File: config.mk
export PLATFORM = sky130hd
export DESIGN_NAME = spicmd_frame_decoder
export DESIGN_NICKNAME = d
export VERILOG_FILES = /design/src/rtl/spicmd_pkg.sv /design/src/rtl/spicmd_len_decode.sv /design/src/rtl/spicmd_crc7.sv /design/src/rtl/spicmd_field_shift.sv /design/src/rtl/spicmd_frame_decoder.sv
export SDC_FILE = /design/constraint.sdc
export NUM_CORES = 1
export LEC_CHECK = 0
export BUFFER_PORTS_ARGS = -buffer_cell sky130_fd_sc_hd__buf_4
export CORE_UTILIZATION = 35
export CTS_CLUSTER_DIAMETER = 80
export DETAILED_ROUTE_END_ITERATION = 8
export HOLD_SLACK_MARGIN = 0.15
export PLACE_DENSITY = 0.61
export SYNTH_ARGS = -nofsm -noshare
export SYNTH_HDL_FRONTEND = slang
export SYNTH_HIERARCHICAL = 1
export SYNTH_SLANG_ARGS = --single-unit
export TNS_END_PERCENT = 1
File: constraint.sdc
create_clock -name clk -period 8.98 [get_ports clk]
set_clock_uncertainty 0.1 [all_clocks]
set_input_delay 1.796 -clock clk [delete_from_list [all_inputs] [get_ports clk]]
set_output_delay 1.796 -clock clk [all_outputs]
set_load 0.005 [all_outputs]
File: src/rtl/spicmd_pkg.sv
package spicmd_pkg;

    localparam int ADDR_W      = 24;
    localparam int SIZE_W      = 24;
    localparam int DATA_W      = 32;
    localparam int CRC_W       = 7;
    localparam int MAX_FIELDS  = 7;
    localparam int CNT_W       = $clog2(MAX_FIELDS + 1);
    localparam int SHIFT_W     = MAX_FIELDS * 8;

    localparam logic [CRC_W-1:0] CRC_POLY   = 7'h09;
    localparam logic [CRC_W-1:0] CRC_PRESET = 7'h7F;

    localparam logic [7:0] OP_DMA_WR     = 8'hC1;
    localparam logic [7:0] OP_DMA_RD     = 8'hC2;
    localparam logic [7:0] OP_INT_WR     = 8'hC3;
    localparam logic [7:0] OP_INT_RD     = 8'hC4;
    localparam logic [7:0] OP_TERM       = 8'hC5;
    localparam logic [7:0] OP_REPEAT     = 8'hC6;
    localparam logic [7:0] OP_XDMA_WR    = 8'hC7;
    localparam logic [7:0] OP_XDMA_RD    = 8'hC8;
    localparam logic [7:0] OP_WORD_WR    = 8'hC9;
    localparam logic [7:0] OP_WORD_RD    = 8'hCA;
    localparam logic [7:0] OP_RESET      = 8'hCF;

    localparam logic [7:0] RSP_OK        = 8'h00;
    localparam logic [7:0] RSP_CRC_BAD   = 8'h01;
    localparam logic [7:0] RSP_OP_BAD    = 8'h02;

    typedef enum logic [1:0] {
        ST_IDLE,
        ST_FIELDS,
        ST_CHECK,
        ST_HOLD
    } dec_state_e;

    // One byte through the CRC7 register, MSB first.
    function automatic logic [CRC_W-1:0] crc7_step(input logic [CRC_W-1:0] cur,
                                                   input logic [7:0] b);
        logic [CRC_W-1:0] r;
        logic             fb;
        r = cur;
        for (int i = 7; i >= 0; i--) begin
            fb = r[CRC_W-1] ^ b[i];
            r  = {r[CRC_W-2:0], 1'b0} ^ (fb ? CRC_POLY : '0);
        end
        return r;
    endfunction

endpackage

File: src/rtl/spicmd_len_decode.sv
module spicmd_len_decode
    import spicmd_pkg::*;
(
    input  logic [7:0]       opcode,
    output logic             legal,
    output logic [CNT_W-1:0] field_bytes
);
    always_comb begin
        legal       = 1'b1;
        field_bytes = '0;
        unique case (opcode)
            OP_DMA_WR, OP_DMA_RD:                     field_bytes = CNT_W'(5);
            OP_INT_WR, OP_XDMA_WR, OP_XDMA_RD:        field_bytes = CNT_W'(6);
            OP_INT_RD, OP_TERM, OP_REPEAT,
            OP_WORD_RD, OP_RESET:                     field_bytes = CNT_W'(3);
            OP_WORD_WR:                               field_bytes = CNT_W'(7);
            default:                                  legal       = 1'b0;
        endcase
    end
endmodule

File: src/rtl/spicmd_crc7.sv
module spicmd_crc7
    import spicmd_pkg::*;
(
    input  logic             clk,
    input  logic             rst_n,
    input  logic             start,
    input  logic             update,
    input  logic [7:0]       din,
    output logic [CRC_W-1:0] crc
);
    logic [CRC_W-1:0] crc_q;

    always_ff @(posedge clk or negedge rst_n) begin
        if (!rst_n)      crc_q <= CRC_PRESET;
        else if (start)  crc_q <= crc7_step(CRC_PRESET, din);
        else if (update) crc_q <= crc7_step(crc_q, din);
    end

    assign crc = crc_q;
endmodule

File: src/rtl/spicmd_field_shift.sv
module spicmd_field_shift #(
    parameter int BYTES = 7
) (
    input  logic               clk,
    input  logic               rst_n,
    input  logic               clear,
    input  logic               shift,
    input  logic [7:0]         din,
    output logic [BYTES*8-1:0] q,
    output logic [BYTES*8-1:0] d
);
    logic [BYTES*8-1:0] q_r;

    // Byte lanes: lane 0 takes the newest byte, each other lane takes its neighbour.
    for (genvar g = 0; g < BYTES; g++) begin : g_lane
        if (g == 0) begin : g_first
            assign d[7:0] = clear ? 8'h00 : (shift ? din : q_r[7:0]);
        end else begin : g_rest
            assign d[g*8 +: 8] = clear ? 8'h00 : (shift ? q_r[(g-1)*8 +: 8] : q_r[g*8 +: 8]);
        end
    end

    always_ff @(posedge clk or negedge rst_n) begin
        if (!rst_n) q_r <= '0;
        else        q_r <= d;
    end

    assign q = q_r;
endmodule

File: src/rtl/spicmd_frame_decoder.sv
module spicmd_frame_decoder
    import spicmd_pkg::*;
(
    input  logic              clk,
    input  logic              rst_n,
    input  logic              cs_active,
    input  logic              byte_valid,
    input  logic [7:0]        byte_data,
    input  logic              crc_enable,
    output logic              cmd_valid,
    output logic [7:0]        cmd_opcode,
    output logic [ADDR_W-1:0] cmd_addr,
    output logic [SIZE_W-1:0] cmd_size,
    output logic [DATA_W-1:0] cmd_wdata,
    output logic              cmd_clockless,
    output logic              crc_error,
    output logic              opcode_error,
    output logic              rsp_valid,
    output logic [7:0]        rsp_echo,
    output logic [7:0]        rsp_state
);
    dec_state_e        state_q, state_d;
    logic [7:0]        op_q;
    logic              crc_on_q;
    logic [CNT_W-1:0]  remain_q;

    logic              take;
    logic              op_legal;
    logic [CNT_W-1:0]  op_fields;
    logic [CRC_W-1:0]  crc_val;
    logic [SHIFT_W-1:0] sh_q, sh_d;
    logic              last_field;
    logic              crc_match;

    logic              ev_done, ev_crc_bad, ev_op_bad;
    logic [ADDR_W-1:0] dec_addr;
    logic [SIZE_W-1:0] dec_size;
    logic [DATA_W-1:0] dec_wdata;
    logic              dec_clkl;

    assign take       = cs_active && byte_valid;
    assign last_field = (remain_q == CNT_W'(1));
    assign crc_match  = (byte_data[7:1] == crc_val);

    spicmd_len_decode u_len (
        .opcode      (byte_data),
        .legal       (op_legal),
        .field_bytes (op_fields)
    );

    spicmd_crc7 u_crc (
        .clk    (clk),
        .rst_n  (rst_n),
        .start  (state_q == ST_IDLE   && take),
        .update (state_q == ST_FIELDS && take),
        .din    (byte_data),
        .crc    (crc_val)
    );

    spicmd_field_shift #(.BYTES(MAX_FIELDS)) u_shift (
        .clk   (clk),
        .rst_n (rst_n),
        .clear (state_q == ST_IDLE   && take),
        .shift (state_q == ST_FIELDS && take),
        .din   (byte_data),
        .q     (sh_q),
        .d     (sh_d)
    );

    // State register
    always_ff @(posedge clk or negedge rst_n) begin
        if (!rst_n) state_q <= ST_IDLE;
        else        state_q <= state_d;
    end

    // Next state and frame events
    always_comb begin
        state_d    = state_q;
        ev_done    = 1'b0;
        ev_crc_bad = 1'b0;
        ev_op_bad  = 1'b0;
        unique case (state_q)
            ST_IDLE: begin
                if (take) begin
                    if (op_legal) begin
                        state_d = ST_FIELDS;
                    end else begin
                        state_d   = ST_HOLD;
                        ev_op_bad = 1'b1;
                    end
                end
            end
            ST_FIELDS: begin
                if (take && last_field) begin
                    if (crc_on_q) begin
                        state_d = ST_CHECK;
                    end else begin
                        state_d = ST_HOLD;
                        ev_done = 1'b1;
                    end
                end
            end
            ST_CHECK: begin
                if (take) begin
                    state_d    = ST_HOLD;
                    ev_done    = crc_match;
                    ev_crc_bad = !crc_match;
                end
            end
            ST_HOLD: begin
                state_d = ST_HOLD;
            end
            default: state_d = ST_IDLE;
        endcase
        if (!cs_active) state_d = ST_IDLE;
    end

    // Frame context: opcode, CRC mode and remaining field count
    always_ff @(posedge clk or negedge rst_n) begin
        if (!rst_n) begin
            op_q     <= '0;
            crc_on_q <= 1'b0;
            remain_q <= '0;
        end else if (state_q == ST_IDLE && take) begin
            op_q     <= byte_data;
            crc_on_q <= crc_enable;
            remain_q <= op_fields;
        end else if (state_q == ST_FIELDS && take) begin
            remain_q <= remain_q - CNT_W'(1);
        end
    end

    // Field extraction from the collected bytes (newest byte in the low lane)
    always_comb begin
        dec_addr  = '0;
        dec_size  = '0;
        dec_wdata = '0;
        dec_clkl  = 1'b0;
        unique case (op_q)
            OP_WORD_WR: begin
                dec_addr  = ADDR_W'(sh_d[55:32]);
                dec_wdata = DATA_W'(sh_d[31:0]);
            end
            OP_WORD_RD: begin
                dec_addr  = ADDR_W'(sh_d[23:0]);
            end
            OP_INT_WR: begin
                dec_clkl  = sh_d[47];
                dec_addr  = ADDR_W'(sh_d[46:32]);
                dec_wdata = DATA_W'(sh_d[31:0]);
            end
            OP_INT_RD: begin
                dec_clkl  = sh_d[23];
                dec_addr  = ADDR_W'(sh_d[22:8]);
            end
            OP_DMA_WR, OP_DMA_RD: begin
                dec_addr  = ADDR_W'(sh_d[39:16]);
                dec_size  = SIZE_W'(sh_d[15:0]);
            end
            OP_XDMA_WR, OP_XDMA_RD: begin
                dec_addr  = ADDR_W'(sh_d[47:24]);
                dec_size  = SIZE_W'(sh_d[23:0]);
            end
            default: begin
                dec_addr  = '0;
            end
        endcase
    end

    // Output registers
    always_ff @(posedge clk or negedge rst_n) begin
        if (!rst_n) begin
            cmd_valid     <= 1'b0;
            cmd_opcode    <= '0;
            cmd_addr      <= '0;
            cmd_size      <= '0;
            cmd_wdata     <= '0;
            cmd_clockless <= 1'b0;
            crc_error     <= 1'b0;
            opcode_error  <= 1'b0;
            rsp_valid     <= 1'b0;
            rsp_echo      <= '0;
            rsp_state     <= '0;
        end else begin
            cmd_valid    <= ev_done;
            crc_error    <= ev_crc_bad;
            opcode_error <= ev_op_bad;
            rsp_valid    <= ev_done || ev_crc_bad || ev_op_bad;
            if (ev_done) begin
                cmd_opcode    <= op_q;
                cmd_addr      <= dec_addr;
                cmd_size      <= dec_size;
                cmd_wdata     <= dec_wdata;
                cmd_clockless <= dec_clkl;
                rsp_echo      <= op_q;
                rsp_state     <= RSP_OK;
            end else if (ev_crc_bad) begin
                rsp_echo      <= op_q;
                rsp_state     <= RSP_CRC_BAD;
            end else if (ev_op_bad) begin
                rsp_echo      <= byte_data;
                rsp_state     <= RSP_OP_BAD;
            end
        end
    end

endmodule

After elaboration in Yosys (flattened, before gate mapping) --
Cells that the tools add are included. W data, S select, Z words.
Cells by class: equality and inequality tests 27, add/subtract/negate cells 1, muxes and demuxes 62, bitwise operators 31, reduce and logical (&&, ||, !) cells 18
Operators with widths (number):
- $mux W8 | 20
- $eq A8 B8 Y1 const B | 19
- $pmux W24 S6 | 1
- $xor A7 B7 Y7 | 15
- $mux W4 | 16
- $pmux W24 S2 | 1
- $mux W32 | 1
- $xor A1 B1 Y1 | 15
- $mux W7 | 2
- $pmux W3 S4 | 1
- $reduce_or A11 Y1 | 1
- $mux W1 | 10
- $mux W2 | 5
- $ne A3 B3 Y1 const B | 3
- $pmux W2 S4 | 1
- $reduce_or A2 Y1 | 4
- $eq A7 B7 Y1 | 1
- $mux W3 | 2
- $not A6 Y6 | 1
- $reduce_or A5 Y1 | 1
- $eq A2 B2 Y1 const B | 2
- $logic_and A1 B1 Y1 | 4
- $pmux W1 S2 | 2
- $eq A3 B1 Y1 const B | 1
- 9 further kinds | 10
Storage, ports and cells: output and inout bits 109, input bits 13, bits in registers 186

Depth between registers and ports, before layout --
word-level depth 26, gate-level depth with buffers 13

Hierarchy --
Netlist, hierarchy kept.
Modules (own cells, without submodules):
- spicmd_frame_decoder | area an instance 6313.6 um2, times used 1, cells an instance 564
- spicmd_field_shift | area an instance 2294.7 um2, times used 1, cells an instance 180
- spicmd_crc7 | area an instance 648.1 um2, times used 1, cells an instance 79
- spicmd_len_decode | area an instance 125.1 um2, times used 1, cells an instance 19

Least setup slack after synthesis --
Ideal clock, no wire load.
kind in2reg, from in cs_active, to reg cmd_addr[16], path slack 4.860 ns, stages 11, arrival 3.895 ns, cells stage by stage nand3_1 -> clkbuf_1 -> inv_1 -> buf_2 -> buf_1 -> nor2_1 -> mux2_2 -> a22o_1 -> a222oi_1 -> nor2_1 -> mux2_4
Between the ends: word-level cells in the longest chain between the ends 5, elaborated cells between the ends (all ways) 16, those cells by class mux (12); reduce/logical (4)
Ends and longest elaborated chain:
- start, declared | RTL line spicmd_frame_decoder.sv:6 | input logic cs_active,
- $logic_and A1 B1 Y1 (*) | RTL line spicmd_frame_decoder.sv:41 | assign take = cs_active && byte_valid;
- $logic_and A1 B1 Y1 | RTL line spicmd_frame_decoder.sv:64 | .shift (state_q == ST_FIELDS && take),
- $mux W8 | RTL line spicmd_field_shift.sv:19 | assign d[g*8 +: 8] = clear ? 8'h00 : (shift ? q_r[(g-1)*8 +: 8] : q_r[g*8 +: 8]);
- $mux W8 (*) | RTL line spicmd_field_shift.sv:19
- net sh_d[32] | RTL line spicmd_frame_decoder.sv:31 | logic [SHIFT_W-1:0] sh_q, sh_d;
- $pmux W24 S6 (*) | RTL line spicmd_frame_decoder.sv:139 | unique case (op_q)
- end signal, assigned | RTL line spicmd_frame_decoder.sv:191 | cmd_addr <= dec_addr;
- end, declared | RTL line spicmd_frame_decoder.sv:12 | output logic [ADDR_W-1:0] cmd_addr,
The timed path passes the listed nets; every way through them passes the cells marked *. A chain may end at the register's enable or synchronous reset.

Worst setup path in the final report --
from in cs_active, to reg cmd_addr[0]
Same word-level chain as after synthesis.

==> results.cfg <==
[timing]
finalSetupViolCount = 0
final_max_slew_viol_count = 0
timing.slew.headroom = 0.2292
max_freq_mhz = 219.8
max_slew.worst_pin.slew_ns = 1.152
final_hold_viol_count = 0
setup_ws_ns = 4.431
finalSetupTns_ns = 0
rsz0062_at_grt = false
fin_crit_sh = 0.5066
period_minus_slack_ns = 4.549

[synth]
synthDistinctLibCells = 59
synth_top_area_cell = dfrtp_1
ys_ff_latch = 180
syn-cell-area_sq_um = 9381
yosys-top-cells-area = dfrtp_1 46%, mux2i_1 12%, mux2_2 6.2%
synth_area_per_cell_sq_um = 11.14
ys_async_sr_fraction = 1.000
synth.top_cell.area_share = 0.4615
ys_warn_count = 6
syn_inst = 842
synth_ff_type = dfrtp_1
seq_area_frac_synth = 0.4811
synth_edf_count = 0

[clock_tree]
cts_buffers = 17
cts_repair_resize_count = 0
clk_pin_slew_ns = 0.07
clock_tree.root_cell = clkbuf_16
cts.sinks = 180
htreeDepth = 4
clk_latency_ns = 0.44
post_cts_buffers = 0
holdBufCountCts = 0
cts.path.max_buffers = 2
cts_tree = built

[flow_run]
cap_violations = 0

[critical_path]
crit_fanout = 43
path_cells = buf_4 -> nand3_1 -> inv_2 -> buf_4 -> mux2i_1 -> nor2_1 -> a32oi_1 -> nor2_1 -> a221o_1 -> mux2_2
worstSetupStartpointType = input pin
path_delay_family = buffers and inverters
worst-setup-path-type = in -> reg
worst-path-buf-inv = 3
crit_path_end_kind = flop
cp.required_ns = 9.21
cp.arrival_ns = 4.78
crit_slowest_cell = inv_2
crit_path_max_incr_delay_ns = 0.72

[detailed_routing]
dr.pass1.iters = 7
routedWlPerCell_microns = 19.50
drc = 12
antenna_left = 0
vias = 6657
viasPerCell = 5.229
routed_wl_microns = 24830
drtIter0Drc = 504

[min_path]
worst_hold_path_type = reg -> reg

[global_route]
grtUsageTotal = 0.1829
grt-ovfl-total = 0
grt_pass1_wl_microns = 39030
grt_max_degree = 104
grt_antenna_before_repair = 0
grt_pass1_vias = 6603

[power]
vdd_ir_drop_max_mv = 0.1025
powerDensity_nw_per_um2 = 251.1
leakage_nw = 4.943

[layout]
n_antenna_cell = 0
final_cell_mix = 173 x dfrtp_1, 122 x buf_4, 110 x mux2i_1
nFillCells = 2492
seqCellArea_sq_um = 4513
fin_nets = 945
fin_util = 0.4155
final_common_cell = dfrtp_1
stdcell_area_sq_um = 10890
area_growth_pct = 16.06
drive_gt1_frac = 0.2644
multiInputGateArea_sq_um = 4217

[die]
die-width_microns = 165.7
dieArea_sq_um = 27460
row_count = 59
core_area_sq_um = 26210
initial_core_util = 0.3580
io_pins = 122
chipHeight_microns = 165.7

[placement]
dpl.hpwl_microns = 16240
gp_congestion = 0.7919
placed_area_sq_um = 10300
dp_slack_ns = 3.966
io_buffer_count = 115

[outcome]
violations = DRC
status = complete, but fails checks
[metal layers]
metal,vias to the layer above,share of wire,GRT usage
li1,3090,-,-
met1,3338,0.47,0.2638
met2,213,0.46,0.2752
met3,16,0.061,0.03680
met4,0,0.013,0.05648
met5,-,0,0
[registers in the layout, summed over array words and instances, names as in the netlist, 3 cells and up]
name        flops
cmd_opcode      8
remain_q        3
cmd_size       24
cmd_wdata      32
op_q            8
rsp_echo        8
cmd_addr       24
u_shift/q      56
u_crc/crc       7
[Yosys cell counts, types with 3 or more instances]
library cell / number
a21oi_1: 12
a221o_1: 15
a222oi_1: 8
a22o_1: 23
a31oi_1: 4
a32oi_1: 16
and3_1: 11
buf_1: 4
buf_12: 7
buf_2: 19
buf_4: 9
buf_6: 7
clkbuf_1: 18
dfrtp_1: 173
dfstp_2: 7
ha_1: 7
inv_1: 59
mux2_2: 52
mux2_4: 20
mux2i_1: 110
nand2_1: 60
nand2b_1: 3
nand3_1: 7
nand4b_1: 3
nor2_1: 109
nor2b_1: 4
nor3_1: 5
nor4_2: 3
o21ai_0: 4
o22a_1: 4
xnor2_1: 12
xor2_1: 13
[path summary, 6_finish.rpt]
| path | startpoint | endpoint | depth (start not counted) | slack, ns |
|---|---|---|---|---|
| worst max-delay path | cs_active | cmd_addr[0]$_DFFE_PN0P_ | 10 | 4.43 |
| worst min-delay path | rsp_state[1]$_DFFE_PN0P_ | rsp_state[1]$_DFFE_PN0P_ | 2 | 0.41 |
| worst max register to register | state_q[1]$_DFFE_PN0P_ | cmd_addr[0]$_DFFE_PN0P_ | 11 | 5.15 |
| worst min register to register | rsp_state[1]$_DFFE_PN0P_ | rsp_state[1]$_DFFE_PN0P_ | 2 | 0.41 |
| max in group asynchronous | rst_n | u_shift/q[23]$_DFF_PN0_ | 2 | 5.73 |
| min in group asynchronous | rst_n | rsp_state[1]$_DFFE_PN0P_ | 1 | 1.39 |
[layout make-up]
class / count / share of cell area
inverter: 60 / 0.02091
sequential: 180 / 0.4145
multi-input combinational: 543 / 0.3873
tap: 335 / 0.03850
clock inverter: 15 / 0.01459
timing repair buffer: 123 / 0.08515
clock buffer: 17 / 0.03907
[cells by family after synthesis]
kind of cell             Yosys count  synth area share
multiplexers                     182            0.2118
AO/OA/AOI/OAI                    103           0.09202
XOR/XNOR                          27           0.02747
buffers and inverters            124           0.07362
AND/OR/NAND/NOR                  218            0.1043
flip-flops                       180            0.4811
other                              1         0.0003997
adder cells (fa/ha/maj)            7          0.009335
[worst min-delay path, delay by kind of cell, from the launching register on]
family / cells / cell delay [ns]
DFF: 1 / 0.35
and+or+nand+nor: 2 / 0.12
[power breakdown]
group | internal [mW] | total [mW] | switching (mW) | leakage [nW]
combinational | 0.366 | 0.808 | 0.443 | 2.43
clock | 0.373 | 0.744 | 0.372 | 0.285
sequential | 0.995 | 1.18 | 0.187 | 2.22
[stage by stage]
step / hold WS (ns) / cells / power [mW]
after detailed placement: 0.3945 / 1241 / 2.002
after floorplan: 0.3801 / 847 / 1.635
final: 0.4075 / 1273 / 2.734
after global placement: 0.3849 / 1241 / 1.986
after CTS: 0.4120 / 1273 / 2.753
after global routing: 0.4328 / 1273 / 2.887
Power figures use the tool's default switching activity.
